<file path="src/rtl/lpt_pkg.sv">
package lpt_pkg;

    localparam int DW = 8;

    localparam int OFF_DATA = 0;
    localparam int OFF_STAT = 2;
    localparam int OFF_CTRL = 4;
    localparam int OFF_IRQ  = 6;

    // control register layout, bit 6 down to bit 0
    typedef struct packed {
        logic enh;        // enhanced mode select
        logic dir;        // 1 = input
        logic ie;         // interrupt enable
        logic slctin_lo;  // 1 = drive low
        logic init_rel;   // 1 = float, 0 = drive low
        logic afd_lo;     // 1 = drive low
        logic strobe_lo;  // 1 = drive low
    } ctrl_t;

    localparam int CTRL_W = $bits(ctrl_t);

    function automatic logic [DW-1:0] pack_status(
        input logic err_n, input logic slct, input logic pe,
        input logic ack_n, input logic busy);
        return {~busy, ack_n, pe, slct, err_n, 3'b000};
    endfunction

    function automatic logic [DW-1:0] pack_ctrl_rd(
        input ctrl_t c, input logic strobe_n, input logic afd_n,
        input logic init_n, input logic slctin_n);
        return {1'b0, c.enh, c.dir, c.ie, ~slctin_n, init_n, ~afd_n, ~strobe_n};
    endfunction

endpackage

</file>
<file path="src/rtl/lpt_ack_edge.sv">
module lpt_ack_edge #(
    parameter int STAGES = 2
) (
    input  logic clk,
    input  logic rst,
    input  logic ack_n_in,
    output logic rise
);
    logic [STAGES-1:0] sq;
    logic              prev;

    generate
        if (STAGES == 1) begin : g_one
            always_ff @(posedge clk) begin
                if (rst) sq <= '1;
                else     sq <= ack_n_in;
            end
        end else begin : g_many
            always_ff @(posedge clk) begin
                if (rst) sq <= '1;
                else     sq <= {sq[STAGES-2:0], ack_n_in};
            end
        end
    endgenerate

    always_ff @(posedge clk) begin
        if (rst) prev <= 1'b1;
        else     prev <= sq[STAGES-1];
    end

    assign rise = sq[STAGES-1] & ~prev;


    single_pulse_chk: assert property (@(posedge clk) disable iff (rst)
        rise |=> !rise);

endmodule

</file>
<file path="src/rtl/lpt_irq_flag.sv">
module lpt_irq_flag (
    input  logic clk,
    input  logic rst,
    input  logic rise,
    input  logic ie,
    input  logic clr,
    output logic flag
);
    always_ff @(posedge clk) begin
        if (rst) flag <= 1'b0;
        else     flag <= (flag & ~clr) | (rise & ie);
    end


    clear_takes_chk: assert property (@(posedge clk) disable iff (rst)
        (clr && !ie) |=> !flag);

endmodule

</file>
<file path="src/rtl/lpt_regs.sv">
module lpt_regs
    import lpt_pkg::*;
(
    input  logic          clk,
    input  logic          rst,
    input  logic          wr_data,
    input  logic          wr_ctrl,
    input  logic [DW-1:0] wdata,
    output logic [DW-1:0] data_q,
    output ctrl_t         ctrl_q
);
    always_ff @(posedge clk) begin
        if (rst) begin
            data_q <= '0;
            ctrl_q <= '0;
        end else begin
            if (wr_ctrl)
                ctrl_q <= ctrl_t'(wdata[CTRL_W-1:0]);
            if (wr_data && !ctrl_q.dir)
                data_q <= wdata;
        end
    end


    input_mode_hold_chk: assert property (@(posedge clk) disable iff (rst)
        (wr_data && ctrl_q.dir && !wr_ctrl) |=> $stable(data_q));

endmodule

</file>
<file path="src/rtl/lpt_port_ctrl.sv">
module lpt_port_ctrl
    import lpt_pkg::*;
#(
    parameter int ADDR_W      = 3,
    parameter int SYNC_STAGES = 2
) (
    input  logic              clk,
    input  logic              rst,
    input  logic [ADDR_W-1:0] addr,
    input  logic              wr_en,
    input  logic              rd_en,
    input  logic [7:0]        wdata,
    output logic [7:0]        rdata,
    input  logic [7:0]        pd_in,
    output logic [7:0]        pd_out,
    output logic              pd_oe,
    input  logic              strobe_n_in,
    output logic              strobe_n_lo,
    input  logic              afd_n_in,
    output logic              afd_n_lo,
    input  logic              init_n_in,
    output logic              init_n_lo,
    input  logic              slctin_n_in,
    output logic              slctin_n_lo,
    input  logic              err_n_in,
    input  logic              slct_in,
    input  logic              pe_in,
    input  logic              ack_n_in,
    input  logic              busy_in,
    output logic              irq
);
    localparam logic [ADDR_W-1:0] A_DATA = ADDR_W'(OFF_DATA);
    localparam logic [ADDR_W-1:0] A_STAT = ADDR_W'(OFF_STAT);
    localparam logic [ADDR_W-1:0] A_CTRL = ADDR_W'(OFF_CTRL);
    localparam logic [ADDR_W-1:0] A_IRQ  = ADDR_W'(OFF_IRQ);

    ctrl_t         ctrl;
    logic [DW-1:0] data_q;
    logic [DW-1:0] rd_mux;
    logic          ack_rise;
    logic          irq_clr;

    lpt_regs u_regs (
        .clk     (clk),
        .rst     (rst),
        .wr_data (wr_en && addr == A_DATA),
        .wr_ctrl (wr_en && addr == A_CTRL),
        .wdata   (wdata),
        .data_q  (data_q),
        .ctrl_q  (ctrl)
    );

    lpt_ack_edge #(.STAGES(SYNC_STAGES)) u_ack (
        .clk      (clk),
        .rst      (rst),
        .ack_n_in (ack_n_in),
        .rise     (ack_rise)
    );

    assign irq_clr = wr_en && (addr == A_IRQ) && !wdata[0];

    lpt_irq_flag u_irq (
        .clk  (clk),
        .rst  (rst),
        .rise (ack_rise),
        .ie   (ctrl.ie),
        .clr  (irq_clr),
        .flag (irq)
    );

    assign pd_out      = data_q;
    assign pd_oe       = ~ctrl.dir;
    assign strobe_n_lo = ctrl.strobe_lo;
    assign afd_n_lo    = ctrl.afd_lo;
    assign slctin_n_lo = ctrl.slctin_lo;
    assign init_n_lo   = ~ctrl.init_rel;

    always_comb begin
        case (addr)
            A_DATA:  rd_mux = pd_in;
            A_STAT:  rd_mux = pack_status(err_n_in, slct_in, pe_in, ack_n_in, busy_in);
            A_CTRL:  rd_mux = pack_ctrl_rd(ctrl, strobe_n_in, afd_n_in, init_n_in, slctin_n_in);
            A_IRQ:   rd_mux = {7'b0, irq};
            default: rd_mux = '0;
        endcase
    end

    always_ff @(posedge clk) begin
        if (rst)        rdata <= '0;
        else if (rd_en) rdata <= rd_mux;
    end


    strobe_drive_chk: assert property (@(posedge clk) disable iff (rst)
        (wr_en && addr == A_CTRL) |=> strobe_n_lo == $past(wdata[0]));

    init_drive_chk: assert property (@(posedge clk) disable iff (rst)
        (wr_en && addr == A_CTRL) |=> init_n_lo == !$past(wdata[2]));

    irq_needs_ie_chk: assert property (@(posedge clk) disable iff (rst)
        $rose(irq) |-> $past(ctrl.ie));

    irq_sticky_chk: assert property (@(posedge clk) disable iff (rst)
        (irq && !irq_clr) |=> irq);

    stat_low_zero_chk: assert property (@(posedge clk) disable iff (rst)
        (rd_en && addr == A_STAT) |=> rdata[2:0] == 3'b000);

    rdata_hold_chk: assert property (@(posedge clk) disable iff (rst)
        !rd_en |=> $stable(rdata));

endmodule

</file>
<file path="config.mk">
export PLATFORM = sky130hd
export DESIGN_NAME = lpt_port_ctrl
export DESIGN_NICKNAME = d
export VERILOG_FILES = /design/src/rtl/lpt_pkg.sv /design/src/rtl/lpt_ack_edge.sv /design/src/rtl/lpt_irq_flag.sv /design/src/rtl/lpt_regs.sv /design/src/rtl/lpt_port_ctrl.sv
export SDC_FILE = /design/constraint.sdc
export NUM_CORES = 1
export LEC_CHECK = 0
export BUFFER_PORTS_ARGS = -buffer_cell sky130_fd_sc_hd__buf_2
export CAP_MARGIN = 20
export CORE_ASPECT_RATIO = 2
export CORE_MARGIN = 1.5
export CORE_UTILIZATION = 46
export DETAILED_ROUTE_END_ITERATION = 7
export PLACE_DENSITY = 0.78
export SETUP_SLACK_MARGIN = 0.02
export SLEW_MARGIN = 20
export SYNTH_ARGS = -nofsm -noshare
export SYNTH_HDL_FRONTEND = slang
export SYNTH_HIERARCHICAL = 1
export SYNTH_SLANG_ARGS = --single-unit
</file>
<file path="constraint.sdc">
create_clock -name clk -period 1.7 [get_ports clk]
set_input_delay 0.34 -clock clk [delete_from_list [all_inputs] [get_ports clk]]
set_output_delay 0.34 -clock clk [all_outputs]
set_load 0.01 [all_outputs]
</file>
# [Yosys cells after proc, flatten, opt, wreduce, memory -nomap -nowiden]
# Cells that the tools add are included.
[totals] regBits=27 input_bits=32 word_cells=36
[op_classes] eq_ne=3 muxes=1 bitwise_logic=12 reduce_logical=8
[op_table] operator="one-hot mux 8 bit (4 select lines)" count=1
[op_table] operator="inverter 1 bit" count=8
[op_table] operator="equality test 3 bit, second input constant" count=2
[op_table] operator="logical AND 1 bit" count=5
[op_table] operator="AND 1 bit" count=3
[op_table] operator="equality test 3 x 2 -> 1 bit, second input constant" count=1
[op_table] operator="logical NOT 3 bit" count=1
[op_table] operator="logical NOT 1 bit" count=2
[op_table] operator="OR 1 bit" count=1

# [Logic depth before layout (Yosys ltp)]
[logic_depth] ltp_word=6 ltp_mapped=6 mapped_depth_nobuf=4

# [Hierarchy]
# Netlist, hierarchy kept.
[modules_own_cells] module="lpt_regs" instances=1 cells_each=57 area_each_um2=604.3
[modules_own_cells] module="lpt_port_ctrl" instances=1 cells_each=55 area_each_um2=473.0
[modules_own_cells] module="lpt_ack_edge" instances=1 cells_each=7 area_each_um2=85.1
[modules_own_cells] module="lpt_irq_flag" instances=1 cells_each=4 area_each_um2=38.8

# [Worst setup path before layout]
# Ideal clock, no wire load.
[synth_timing] kind="input-to-reg" from="input port addr[1]" to="register u_regs.data_q[1]" arrival_ns=1.248 path_slack_ns=0.329 cell_stages=5 path_buffers=1 cell_sequence="buf_2 > nor3_1 > and2_1 > nor2b_4 > o21ai_0"
[synth_between] elab_chain_cells=3
[synth_rtl] element="start, declared" line="lpt_port_ctrl.sv:9" text="input logic [ADDR_W-1:0] addr,"
[synth_rtl] element="logical NOT 3 bit" line="lpt_port_ctrl.sv:46" text=".wr_data (wr_en && addr == A_DATA),"
[synth_rtl] element="logical AND 1 bit" line="lpt_port_ctrl.sv:46"
[synth_rtl] element="logical AND 1 bit" line="lpt_regs.sv:19" text="if (wr_data && !ctrl_q.dir)"
[synth_rtl] element="end signal, assigned" line="lpt_regs.sv:20" text="data_q <= wdata;"
[synth_rtl] element="end, declared" line="lpt_regs.sv:9" text="output logic [DW-1:0] data_q,"
# Every way passes these cells.
# A chain may end at the register's enable or synchronous reset.

# [Worst setup path in the final report]
[layout_timing] from="register u_regs/ctrl_q[5] (netlist bit)" to="output port pd_oe"
[layout_between] elab_chain_cells=1
[layout_rtl] element="start, declared" line="lpt_regs.sv:10" text="output ctrl_t ctrl_q"
[layout_rtl] element="start signal, assigned" line="lpt_regs.sv:18" text="ctrl_q <= ctrl_t'(wdata[CTRL_W-1:0]);"
[layout_rtl] element="inverter 1 bit" line="lpt_port_ctrl.sv:72" text="assign pd_oe = ~ctrl.dir;"
[layout_rtl] element="end, declared" line="lpt_port_ctrl.sv:16" text="output logic pd_oe,"
# Every way passes these cells.

==> results.sh <==
export IMPL_worst_r2r_path_depth=3
export IMPL_fp_dieH_um=75.3
export IMPL_max_stage_delay_ps=380
export IMPL_worstPathMaxFanout=3
export IMPL_grt_use_total_pct=20.9
export IMPL_crit_chain="inv_1 > buf_2"
export IMPL_dr_first_iter_drc_count=17
export IMPL_hold_buffers=0
export IMPL_critical_path_buf_inv_count=2
export IMPL_layout_commonest_cell="buf_2"
export IMPL_stdcell_count=207
export IMPL_routedWlPerCell_um=13.7
export IMPL_ys_top_cells_by_area="dfxtp_1, mux2i_1, nand4bb_1"
export IMPL_globalplace_congestion=0.755
export IMPL_synth_simple_area_share_pct=30.1
export IMPL_most_common_layout_cells="buf_2, dfxtp_1, nor2_1"
export IMPL_end_kind="primary output"
export IMPL_cellLeakagePower_uw=0.000672
export IMPL_grt_max_degree=18
export IMPL_synth_compound_area_share_pct=11.7
export IMPL_clk_pin_slew_ps=90
export IMPL_rows=26
export IMPL_dp_cells=203
export IMPL_synth_mux_area_share_pct=10.1
export IMPL_synthAdderAreaFrac_pct=0
export IMPL_synth_xor_area_share_pct=0
export IMPL_firstDrtPassIters=4
export IMPL_syn_to_final_growth_pct=28.9
export IMPL_io_buffers=53
export IMPL_grt_pass1_vias=1006
export IMPL_fp_coreArea_sq_mm=0.00250
export IMPL_nets=212
export IMPL_yosys_area_top_type="dfxtp_1"
export IMPL_drive_above_1_share_pct=37.4
export IMPL_viasPerCell=5.26
export IMPL_overflow=0
export IMPL_ys_ff_latch=27
export IMPL_fillerInstances=227
export IMPL_synthDistinctLibCells=29
export IMPL_cts_made_buffers=3
export IMPL_clock_sinks=27
export IMPL_cpLargestDelayFamily="flip-flops"
export IMPL_dp_hpwl_um=2170
export IMPL_ctsResizeCount=0
export IMPL_synthCells=123
export IMPL_htreeDepth=1
export IMPL_root_buffer="clkbuf_8"
export IMPL_hp_start="ack_n_in"
export IMPL_drv_cap=0
export IMPL_post_cts_buffers=0
export IMPL_crit_type="flip-flop to primary output"
export IMPL_final_area_sq_mm=0.00155
export IMPL_io_pins=54
export IMPL_power_per_cell_area_mw_per_mm2=743
export IMPL_num_vias=1088
export IMPL_cpMaxStageDelayCell="dfxtp_1"
export IMPL_regToRegSetupSlack_ps=750
export IMPL_period_share_pct=70.6
export IMPL_required_ps=1360
export IMPL_startpoint="u_regs/ctrl_q[5]"
export IMPL_status="complete, no violations"
export IMPL_cts_tree="yes"
export IMPL_rsz0062_at_grt="false"
export IMPL_postPlaceCellArea_sq_mm=0.00150
export IMPL_yosysWarnings=6
export IMPL_synth_nets=155
export IMPL_setup_viol=0
export IMPL_max_slew_margin_pct=77.9
export IMPL_die_area_sq_mm=0.00295
export IMPL_fmax_ghz=0.833
export IMPL_syn_avg_cell_area_sq_um=9.77
export IMPL_drcViolationCount=0
export IMPL_fin_worst_skew_ps=1.36
export IMPL_timing_critical_path_depth=2
export IMPL_r2r_start="u_regs/ctrl_q[5]"
export IMPL_drv_slew=0
export IMPL_hold_depth=2
export IMPL_cp_start_kind="flip-flop"
export IMPL_hold_violations=0
export IMPL_die_w_um=39.1
export IMPL_wl_um=2840
export IMPL_initial_core_util_pct=48.0
export IMPL_antenna_found_initial=0
export IMPL_synth_area_sq_mm=0.00120
export IMPL_finalSetupTns_ps=0
export IMPL_num_antenna_cells=0
export IMPL_post_route_min_period_ps=1200
export IMPL_tightest_slew_ps=330
export IMPL_peakVddDrop_mv=0.526
export IMPL_synth_top_family_by_area="simple AND/OR/NAND/NOR gates"
export IMPL_arrival_ps=860
export IMPL_insertion_delay_ps=260
export IMPL_clock_path_buffers=2
export IMPL_ant_nets=0
export IMPL_netlist_area_leader_share_pct=45.0
export IMPL_grt_pass1_wl_um=4370
export IMPL_min_path_type="input pin to flip-flop"
export IMPL_seq_area_frac_synth_pct=45.0
-- synthesized netlist by cell type, drive strengths merged --
cell      n
o221ai    2
nor2b     6
dfxtp    27
nand4bb   8
mux2      1
and2      2
and2b     1
nor3      2
nand2b   12
or4b      1
o211ai    3
mux2i    11
buf       4
nor4b     1
a221o     2
clkbuf    1
a21oi     4
nand2     4
inv       2
and3      1
nand3     2
a32oi     1
o21ai     9
or2       3
nor2     13
-- worst paths after layout --
check | end
setup / recovery | pd_oe
hold / removal | u_ack/sq[0]
setup reg to reg | u_regs/data_q[1]
hold reg to reg | u_ack/sq[1]
-- cell families (layout without fill, tap and decap cells) --
family,after synthesis,in the layout
and+or+nand+nor,56,56
muxes,12,12
DFF,27,27
AOI/OAI and AO/OA,21,21
buffers and inverters,7,63
-- through the flow --
step | power, uW | setup WS [ps] | hold slack, ps | util, %
2_1_floorplan | 741 | 329 | 385 | -
3_3_place_gp | 807 | 335 | 394 | 59.9
3_5_place_dp | 812 | 284 | 403 | 59.9
4_1_cts | 1150 | 476 | 284 | 61.8
5_1_grt | 1190 | 402 | 287 | 61.8
6_report | 1150 | 500 | 286 | 61.8
-- final cells by class --
class | instances | area (sq um) | share of cell area [%]
Tap cell | 28 | 35.0 | 2.26
Sequential cell | 27 | 541 | 34.9
Multi-Input combinational cell | 89 | 623 | 40.3
Clock inverter | 1 | 5.00 | 0.323
Inverter | 2 | 7.51 | 0.485
Clock buffer | 3 | 41.3 | 2.67
Timing Repair Buffer | 57 | 295 | 19.1
-- per-layer routing --
layer,GRT usage (%),vias up,share of wire [%],wire (um)
li1,-,548,-,-
met1,22.2,497,39,1110
met2,39.4,39,54,1530
met3,2.06,4,4.8,137
met4,8.05,0,2.1,59
met5,0,-,0,0
-- state kept, by name, indices dropped and copies added, names as in the netlist --
name	count
u_ack/prev	1
u_regs/ctrl_q	7
u_irq/flag	1
u_ack/sq	2
rdata	8
u_regs/data_q	8
-- where the power goes --
group	internal, uW	switching (uW)
combinational	70.8	70.4
clock	164	189
sequential	648	7.76
Note: power is estimated with default switching activity, not from simulation.
